`config.mk`:
```
export PLATFORM = sky130hd
export DESIGN_NAME = qspi_rd_master
export DESIGN_NICKNAME = d
export VERILOG_FILES = /design/src/rtl/qspi_rd_pkg.sv /design/src/rtl/qspi_sclk_div.sv /design/src/rtl/qspi_lane_gather.sv /design/src/rtl/qspi_cs_fanout.sv /design/src/rtl/qspi_rd_master.sv
export SDC_FILE = /design/constraint.sdc
export NUM_CORES = 1
export LEC_CHECK = 0
export BUFFER_PORTS_ARGS = -buffer_cell sky130_fd_sc_hd__buf_2
export CORE_MARGIN = 1.5
export CORE_UTILIZATION = 60
export CTS_CLUSTER_SIZE = 16
export DETAILED_ROUTE_END_ITERATION = 8
export PLACE_DENSITY = 0.91
export SYNTH_ARGS = -nofsm -noshare
export SYNTH_HDL_FRONTEND = slang
export SYNTH_SLANG_ARGS = --single-unit
```
`constraint.sdc`:
```
create_clock -name clk -period 5.9 [get_ports clk]
set_input_delay 0.59 -clock clk [delete_from_list [all_inputs] [get_ports clk]]
set_output_delay 0.59 -clock clk [all_outputs]
set_load 0.02 [all_outputs]
```
`src/rtl/qspi_rd_pkg.sv`:
```
package qspi_rd_pkg;
   typedef enum logic [1:0] {
      LANE_X1 = 2'd0,
      LANE_X2 = 2'd1,
      LANE_X4 = 2'd2
   } lane_mode_e;

   typedef enum logic [1:0] {
      ST_IDLE  = 2'd0,
      ST_GUARD = 2'd1,
      ST_LEAD  = 2'd2,
      ST_SHIFT = 2'd3
   } xfer_state_e;
endpackage

```
`src/rtl/qspi_sclk_div.sv`:
```
module qspi_sclk_div #(
   parameter int DIV_W = 8
) (
   input  logic             clk,
   input  logic             rst_n,
   input  logic             run,
   input  logic [DIV_W-1:0] div,
   output logic             tick
);
   logic [DIV_W-1:0] cnt;

   assign tick = run && (cnt == div);

   always_ff @(posedge clk or negedge rst_n) begin
      if (!rst_n)          cnt <= '0;
      else if (!run)       cnt <= '0;
      else if (tick)       cnt <= '0;
      else                 cnt <= cnt + DIV_W'(1);
   end

   // Counter restarts from zero: first tick after idle only comes at once for N=0
   assert_div_restart_R5: assert property (@(posedge clk) disable iff (!rst_n)
      (!run) |=> (!tick || div == '0));
endmodule

```
`src/rtl/qspi_lane_gather.sv`:
```
module qspi_lane_gather import qspi_rd_pkg::*; #(
   parameter int WORD_W = 32
) (
   input  logic              clk,
   input  logic              rst_n,
   input  logic              clr,
   input  logic              cap,
   input  lane_mode_e        mode,
   input  logic [3:0]        lane_in,
   output logic [WORD_W-1:0] rx
);
   logic [WORD_W-1:0] nxt;

   always_comb begin
      unique case (mode)
         LANE_X2: nxt = {rx[WORD_W-3:0], lane_in[1:0]};
         LANE_X4: nxt = {rx[WORD_W-5:0], lane_in};
         default: nxt = {rx[WORD_W-2:0], lane_in[1]};
      endcase
   end

   always_ff @(posedge clk or negedge rst_n) begin
      if (!rst_n)    rx <= '0;
      else if (clr)  rx <= '0;
      else if (cap)  rx <= nxt;
   end

   assert_x1_bit_R1: assert property (@(posedge clk) disable iff (!rst_n)
      (cap && !clr && mode == LANE_X1) |=> rx[0] == $past(lane_in[1]));
   assert_x2_pair_R2: assert property (@(posedge clk) disable iff (!rst_n)
      (cap && !clr && mode == LANE_X2) |=> rx[1:0] == $past(lane_in[1:0]));
   assert_x4_nibble_R3: assert property (@(posedge clk) disable iff (!rst_n)
      (cap && !clr && mode == LANE_X4) |=> rx[3:0] == $past(lane_in));
endmodule

```
`src/rtl/qspi_cs_fanout.sv`:
```
module qspi_cs_fanout #(
   parameter int NUM_CS = 4,
   parameter int SW     = 2
) (
   input  logic              on,
   input  logic [SW-1:0]     sel,
   input  logic              pol,
   output logic [NUM_CS-1:0] cs
);
   for (genvar i = 0; i < NUM_CS; i++) begin : g_cs
      assign cs[i] = (on && sel == SW'(i)) ? pol : ~pol;
   end
endmodule

```
`src/rtl/qspi_rd_master.sv`:
```
module qspi_rd_master import qspi_rd_pkg::*; #(
   parameter int WORD_W    = 32,
   parameter int DIV_W     = 8,
   parameter int NUM_CS    = 4,
   parameter int MAX_LANES = 4,
   localparam int SW       = (NUM_CS > 1) ? $clog2(NUM_CS) : 1,
   localparam int BW       = $clog2(WORD_W)
) (
   input  logic              clk,
   input  logic              rst_n,
   input  logic              start,
   input  logic [DIV_W-1:0]  cfg_div,
   input  logic [SW-1:0]     cfg_cs_sel,
   input  logic              cfg_cs_pol,
   input  logic              cfg_sclk_pol,
   input  logic              cfg_cap_edge,
   input  logic [1:0]        cfg_lead,
   input  logic [BW-1:0]     cfg_bits_m1,
   input  logic [1:0]        cfg_lanes,
   input  logic [WORD_W-1:0] tx_data,
   output logic              busy,
   output logic              done,
   output logic [WORD_W-1:0] rx_data,
   output logic              sclk,
   output logic [NUM_CS-1:0] cs,
   output logic              dout,
   output logic              dout_oe,
   input  logic              dout_in,
   input  logic              din,
   input  logic              qdin1,
   input  logic              qdin2
);
   localparam int TW = BW + 2;
   localparam int GW = DIV_W + 3;

   initial begin
      assert (WORD_W >= 8 && WORD_W % 4 == 0) else $error("WORD_W must be a multiple of 4, at least 8");
      assert (NUM_CS >= 2) else $error("NUM_CS must be at least 2");
      assert (MAX_LANES == 1 || MAX_LANES == 2 || MAX_LANES == 4) else $error("MAX_LANES must be 1, 2 or 4");
   end

   xfer_state_e       state;
   logic [TW-1:0]     tcnt, last_q, lead_end;
   logic [DIV_W-1:0]  div_q;
   logic [SW-1:0]     sel_q;
   logic              cs_pol_q, cpol_q, edge_q, phase, done_q;
   logic [1:0]        lead_q;
   lane_mode_e        mode_q, req_mode;
   logic [WORD_W-1:0] tx_sh, tx_load;
   logic [BW:0]       bits_w, beats_w, sh_w;
   logic [TW-1:0]     last_w;
   logic              accept, run, tick, cs_on, in_shift, cap, launch, fin;

   // Clamp the requested lane mode to what this instance was built for
   if (MAX_LANES >= 4) begin : g_lane4
      assign req_mode = (cfg_lanes == 2'd3) ? LANE_X1 : lane_mode_e'(cfg_lanes);
   end else if (MAX_LANES == 2) begin : g_lane2
      assign req_mode = (cfg_lanes == 2'd1) ? LANE_X2 : LANE_X1;
   end else begin : g_lane1
      assign req_mode = LANE_X1;
   end

   always_comb begin
      bits_w = {1'b0, cfg_bits_m1} + (BW+1)'(1);
      unique case (req_mode)
         LANE_X2: beats_w = bits_w >> 1;
         LANE_X4: beats_w = bits_w >> 2;
         default: beats_w = bits_w;
      endcase
      last_w  = {beats_w, 1'b0} - TW'(1);
      sh_w    = (BW+1)'(WORD_W) - bits_w;
      tx_load = tx_data << sh_w;
   end

   assign accept   = start && (state == ST_IDLE);
   assign run      = (state != ST_IDLE);
   assign in_shift = (state == ST_SHIFT);
   assign cs_on    = (state == ST_LEAD) || in_shift;
   assign lead_end = TW'({lead_q, 1'b0}) - TW'(1);
   assign cap      = tick && in_shift && (tcnt[0] == edge_q);
   assign launch   = tick && in_shift && (tcnt[0] != edge_q) && (tcnt != '0);
   assign fin      = tick && in_shift && (tcnt == last_q);

   qspi_sclk_div #(.DIV_W(DIV_W)) u_div (
      .clk(clk), .rst_n(rst_n), .run(run), .div(div_q), .tick(tick));

   qspi_lane_gather #(.WORD_W(WORD_W)) u_gather (
      .clk(clk), .rst_n(rst_n), .clr(accept), .cap(cap), .mode(mode_q),
      .lane_in({qdin2, qdin1, din, dout_in}), .rx(rx_data));

   qspi_cs_fanout #(.NUM_CS(NUM_CS), .SW(SW)) u_cs (
      .on(cs_on), .sel(sel_q), .pol(cs_pol_q), .cs(cs));

   always_ff @(posedge clk or negedge rst_n) begin
      if (!rst_n) begin
         state    <= ST_IDLE;
         tcnt     <= '0;
         last_q   <= '0;
         div_q    <= '0;
         sel_q    <= '0;
         cs_pol_q <= 1'b0;
         cpol_q   <= 1'b0;
         edge_q   <= 1'b0;
         lead_q   <= 2'd0;
         mode_q   <= LANE_X1;
         phase    <= 1'b0;
         tx_sh    <= '0;
         done_q   <= 1'b0;
      end else begin
         done_q <= fin;
         if (accept) begin
            state    <= ST_GUARD;
            tcnt     <= '0;
            last_q   <= last_w;
            div_q    <= cfg_div;
            sel_q    <= cfg_cs_sel;
            cs_pol_q <= cfg_cs_pol;
            cpol_q   <= cfg_sclk_pol;
            edge_q   <= cfg_cap_edge;
            lead_q   <= cfg_lead;
            mode_q   <= req_mode;
            phase    <= 1'b0;
            tx_sh    <= tx_load;
         end else if (tick) begin
            unique case (state)
               ST_GUARD: begin
                  if (tcnt == TW'(1)) begin
                     tcnt  <= '0;
                     state <= (lead_q == 2'd0) ? ST_SHIFT : ST_LEAD;
                  end else begin
                     tcnt <= tcnt + TW'(1);
                  end
               end
               ST_LEAD: begin
                  if (tcnt == lead_end) begin
                     tcnt  <= '0;
                     state <= ST_SHIFT;
                  end else begin
                     tcnt <= tcnt + TW'(1);
                  end
               end
               ST_SHIFT: begin
                  phase <= ~phase;
                  if (launch) tx_sh <= {tx_sh[WORD_W-2:0], 1'b0};
                  if (fin) begin
                     state <= ST_IDLE;
                     tcnt  <= '0;
                  end else begin
                     tcnt <= tcnt + TW'(1);
                  end
               end
               default: ;
            endcase
         end
      end
   end

   assign busy    = run;
   assign done    = done_q;
   assign sclk    = phase ^ cpol_q;
   assign dout    = tx_sh[WORD_W-1];
   assign dout_oe = cs_on && (mode_q == LANE_X1);

   // Inactive-time counter used only by the guard-time property
   logic [GW-1:0] gap_cnt;
   always_ff @(posedge clk or negedge rst_n) begin
      if (!rst_n)                gap_cnt <= '0;
      else if (cs_on)            gap_cnt <= '0;
      else if (gap_cnt != '1)    gap_cnt <= gap_cnt + GW'(1);
   end

   assert_done_single_R9: assert property (@(posedge clk) disable iff (!rst_n)
      done |=> !done);
   assert_done_ends_busy_R9: assert property (@(posedge clk) disable iff (!rst_n)
      done |-> (!busy && $past(busy)));
   assert_cs_quiet_R7: assert property (@(posedge clk) disable iff (!rst_n)
      !cs_on |-> (cs == {NUM_CS{~cs_pol_q}}));
   assert_cs_single_R7: assert property (@(posedge clk) disable iff (!rst_n)
      cs_on |-> ($countones(cs ^ {NUM_CS{~cs_pol_q}}) == 1));
   assert_sclk_rest_R8: assert property (@(posedge clk) disable iff (!rst_n)
      !in_shift |-> (sclk == cpol_q));
   assert_start_ignored_R10: assert property (@(posedge clk) disable iff (!rst_n)
      (busy && start) |=> ($stable(sel_q) && $stable(mode_q) && $stable(last_q) && $stable(div_q)));
   assert_cs_guard_R11: assert property (@(posedge clk) disable iff (!rst_n)
      $rose(cs_on) |-> (gap_cnt >= GW'({div_q, 1'b0}) + GW'(2)));
endmodule

```
Yosys cells after proc, flatten, opt, wreduce, memory -nomap -nowiden
Index checks and enable logic that the tools add are counted.
{ "totals": {"reg_bits": 107, "in_bits": 61, "wordCells": 104} }
{ "classes": {"addsub": 6, "eq_ne": 20, "n_shift": 1, "mux": 31, "bitwise_logic": 3, "n_reduce_logical": 28} }
{ "ops": {"columns": ["operator", "count"], "rows": [
  ["two-way mux 32 bit", 6],
  ["one-hot mux 32 bit (2 select lines)", 1],
  ["two-way mux 7 bit", 5],
  ["<< shifter 32 x 6 -> 32 bit", 1],
  ["one-hot mux 7 bit (3 select lines)", 1],
  ["two-way mux 8 bit", 2],
  ["== test 2 bit, second input constant", 7],
  ["== test 7 bit", 2],
  ["logical AND 1 bit", 12],
  ["two-way mux 2 bit", 6],
  ["one-hot mux 6 bit (2 select lines)", 1],
  ["nonzero test 2 bit", 5],
  ["adder 8 x 1 -> 8 bit, second input constant", 1],
  ["== test 2 x 1 -> 1 bit, second input constant", 4],
  ["== test 8 bit", 1],
  ["zero test 2 bit", 4],
  ["two-way mux 1 bit", 8],
  ["adder 7 x 1 -> 7 bit, second input constant", 1],
  ["== test 7 x 1 -> 1 bit, second input constant", 1],
  ["nonzero test 7 bit", 1],
  ["subtractor 7 x 1 -> 7 bit, second input constant", 1],
  ["adder 5 x 1 -> 6 bit, second input constant", 1],
  ["inequality test 3 x 2 -> 1 bit, second input constant", 2],
  ["one-hot mux 2 bit (3 select lines)", 1],
  ["other kinds (12)", 14]
]} }

Longest topological paths before layout
{ "logic_depth": {"ltp_word": 9, "mapped_depth": 11, "ltp_nobuf": 9} }

Hierarchy
From an unflattened synthesis, not the netlist that was laid out.
{ "unflattened": {"cells_unflattened": 854, "hier_area_um2": 7891.3} }
{ "by_module_without_submodules": {"columns": ["mod", "n_inst", "cells_each", "area_each_um2", "seq_area_each_um2"], "rows": [
  ["qspi_rd_master", 1, 609, 5480.3, 1676.6],
  ["qspi_lane_gather", 1, 190, 1859.3, 800.8],
  ["qspi_sclk_div", 1, 47, 484.2, 200.2],
  ["qspi_cs_fanout", 1, 8, 67.6, 0.0]
]} }

Worst setup path before layout
No wires, ideal clock.
{ "synth_path": {"path_type": "input to register", "startpoint": "input cfg_bits_m1[0]", "endpoint": "register tx_sh[25]", "t_arrival_ns": 2.725, "slack_ns": 3.049, "path_stages": 7, "n_path_buf": 1, "path_cell_list": "ha_1 > or3b_4 > a211o_1 > o211ai_1 > buf_6 > mux4_2 > a221o_1"} }
{ "synth_between": {"elab_chain_cells": 4} }
{ "synth_rtl": {"columns": ["item", "line", "rtl"], "rows": [
  ["from (decl)", "qspi_rd_master.sv:18", "input logic [BW-1:0] cfg_bits_m1,"],
  ["adder 5 x 1 -> 6 bit", "qspi_rd_master.sv:64", "bits_w = {1'b0, cfg_bits_m1} + (BW+1)'(1);"],
  ["subtractor 6 bit", "qspi_rd_master.sv:71", "sh_w = (BW+1)'(WORD_W) - bits_w;"],
  ["<< shifter 32 x 6 -> 32 bit", "qspi_rd_master.sv:72", "tx_load = tx_data << sh_w;"],
  ["two-way mux 32 bit", "qspi_rd_master.sv:111", "if (accept) begin"],
  ["to (signal assigned)", "qspi_rd_master.sv:123", "tx_sh <= tx_load;"],
  ["to (signal assigned)", "qspi_rd_master.sv:144", "if (launch) tx_sh <= {tx_sh[WORD_W-2:0], 1'b0};"],
  ["to (decl)", "qspi_rd_master.sv:49", "logic [WORD_W-1:0] tx_sh, tx_load;"]
]} }
No other way between the ends.
A chain may end at the register's enable or synchronous reset.

Final worst setup path
Ends and elaborated chain as after synthesis.

==> flow_summary_export.csv <==
group,metric,value,unit
run_status,outcome,"finished clean",
timing,fmax,0.271,GHz
cells_and_area,antenna_cells,0,
cells_and_area,multi_input_area,4610,µm²
floorplanning,fp.dieW,116,µm
global_route,grt_pass1_wl,30.7,mm
cells_and_area,final_common_cell,"nand2_1",
global_route,met2_usage,0.453,
detailed_routing,wire_per_inst,17.3,µm
setup_path,critPathMaxStageDelay,580,ps
detailed_routing,drt_iter0_drc,861,
timing,worst_slew_pin_slew,1120,ps
logic_synthesis,synth_warnings,0,
floorplanning,num_rows,41,
setup_path,worstPathCellList,"buf_2 -> buf_4 -> ha_1 -> buf_4 -> or3b_4 -> a211o_1 -> o211ai_1 -> buf_4 -> mux4_2 -> a221o_1",
job,cap_violations,0,
global_route,first_global_vias,6329,
clocking,cts.clk_slew.worst_paths,80,ps
setup_path,cp.required,6120,ps
place,place_ws,1880,ps
timing,min_period_over_period,0.626,
clocking,clock_path_buffers,2,
cells_and_area,drive_gt1_frac,0.208,
global_route,grt_max_degree,65,
detailed_routing,dr.pass1.iters,5,
cells_and_area,fin_cells,1075,
setup_path,crit_family,"buffers and inverters",
timing,fin_hold_ws,279,ps
timing,finalCriticalPeriod,3690,ps
global_route,grtUsageMet3,0.0445,
detailed_routing,via_per_inst,6.42,
place,dp.cells,1059,
power_and_ir_drop,ir_drop,0.143,mV
timing,skew,10.3,ps
setup_path,cpMostUsedCell,"buf_4",
clocking,postCtsSetupRepairBufs,0,
power_and_ir_drop,power_density,196,nW/µm²
floorplanning,die_area,13500,µm²
detailed_routing,drtAntennaViolNets,0,
clocking,cts_tree,"done",
setup_path,cp_data_arrival_time,3920,ps
global_route,grt_usage,0.284,
logic_synthesis,syn-num-nets,926,
timing,finalSetupViolCount,0,
logic_synthesis,syn_avg_cell_area,9.06,µm²
clocking,insertion_delay,350,ps
logic_synthesis,syn_area,7660,µm²
detailed_routing,drc_errors,0,
timing,relSlewSlack,0.253,
clocking,cts_resized,0,
clocking,ctsRootBufferMaster,"clkbuf_16",
logic_synthesis,synthArstFlopShare,1.00,
cells_and_area,seq_area,2680,µm²
logic_synthesis,syn_inst,846,
place,gp_congestion,0.945,
place,dp_hpwl,12.8,mm
detailed_routing,vias,6898,
timing,rsz0062_at_grt,"no",
setup_path,cp_max_fo,40,
detailed_routing,drt-total-wl,18.6,mm
setup_path,path_class,"primary input to flop",
timing,hold_violations,0,
place,numPortBuffers,101,
min_path,hp-class,"primary input to asynchronous set/reset pin",
setup_path,cpMaxStageDelayCell,"mux4_2",
logic_synthesis,synth_seq_cells,107,
setup_path,crit_path_start_kind,"primary input",
floorplanning,die_h,116,µm
clocking,clock-sinks,107,
timing,tns,0,ps
clocking,cts_inserted_buffers,9,
logic_synthesis,yosysSeqAreaShare,0.349,
power_and_ir_drop,p_leak,3.82,nW
clocking,htree_num_levels,3,
floorplanning,start_util,0.612,
setup_path,critPathBufInv,4,
floorplanning,coreArea,12500,µm²
cells_and_area,layout_common_cells,"113 x nand2_1, 107 x dfrtp_1, 100 x o21ai_0, 100 x buf_2, 61 x nand3_1",
logic_synthesis,synthFlopType,"dfrtp_1",
clocking,postCtsHoldBufs,0,
cells_and_area,fin_nets,978,
logic_synthesis,synth_cell_types,61,
cells_and_area,fillers,999,
global_route,use_met1,0.402,
floorplanning,pin_count,102,
logic_synthesis,synth_edf_count,0,
global_route,antenna_found_initial,0,
cells_and_area,syn_to_final_growth,10.1,%
global_route,top_usage_layer,"met2",
global_route,overflow,0,
setup_path,cp-end-kind,"flop",
timing,setup_slack,2210,ps
timing,slew_viol_final,0,
## path summary, 6_finish.rpt
path	cells after the start	to	from	slack (ps)
max	10	tx_sh[25]	cfg_bits_m1[0]	2210
min	1	u_gather.rx[24]	rst_n	280
max reg2reg	7	u_gather.rx[13]	state[0]	2560
min reg2reg	2	tx_sh[0]	tx_sh[0]	500
max in group asynchronous	2	tx_sh[19]	rst_n	4430
min in group clk	3	cpol_q	cfg_sclk_pol	430
## report_power, final
part / internal [mW] / leakage, nW / switching, mW
Clock: 0.294 / 0.135 / 0.293
Combinational: 0.136 / 2.31 / 0.177
Sequential: 0.742 / 1.37 / 0.0127
Total: 1.17 / 3.82 / 0.483
## cells by family (layout without fill, tap and decap cells)
group / count (synthesis) / after routing / synth area share
DFF: 107 / 107 / 0.349
buffers and inverters: 87 / 144 / 0.0503
muxes: 76 / 76 / 0.164
AOI/OAI and AO/OA: 222 / 222 / 0.183
and+or+nand+nor: 295 / 295 / 0.176
adders and majority gates: 19 / 19 / 0.0310
xor gates and xnor gates: 40 / 40 / 0.0457
## registers in the layout (all words and copies together) (netlist names), 7 cells and up
register     cells
u_div.cnt        8
last_q           7
u_gather.rx     32
tx_sh           32
tcnt             7
div_q            8
## cell usage after synthesis (8+ instances only)
cell | count | area (µm²)
nor3_1 | 8 | 40.0
nand2_1 | 114 | 428
clkbuf_1 | 43 | 161
nand3_1 | 62 | 310
nor2_1 | 57 | 214
o21a_1 | 9 | 67.6
buf_2 | 11 | 55.1
o21ai_0 | 100 | 500
mux4_2 | 39 | 878
a221o_1 | 11 | 110
ha_1 | 19 | 238
mux2i_1 | 31 | 310
nor2b_1 | 11 | 68.8
inv_1 | 17 | 63.8
xnor2_1 | 15 | 131
a22oi_1 | 32 | 240
dfrtp_1 | 107 | 2680
and3_1 | 11 | 68.8
xor2_1 | 25 | 219
a21oi_1 | 27 | 135
## cell type report
cell class	count	share of cell area
clock buffers	9	0.0267
multi-input cells	652	0.547
clock inverters	7	0.00727
repair buffers	110	0.0682
flip-flops and latches	107	0.317
well taps	172	0.0255
inverters	18	0.00801
## stage by stage
stage / total power [mW] / instance area, µm² / util
after floorplan: 0.983 / 7660 / -
after global placement: 1.06 / 8150 / 0.651
after detailed placement: 1.07 / 8150 / 0.651
after CTS: 1.66 / 8430 / 0.674
after global routing: 1.72 / 8430 / 0.674
final: 1.66 / 8430 / 0.674
## per-layer routing
metal,routed length (µm),vias up,part of all wire
met5,0,-,0
met2,8790,371,0.47
met1,8030,3306,0.43
li1,-,3183,-
met3,1470,38,0.079
met4,334,0,0.018
No activity file was read; power rests on OpenSTA's default activity.
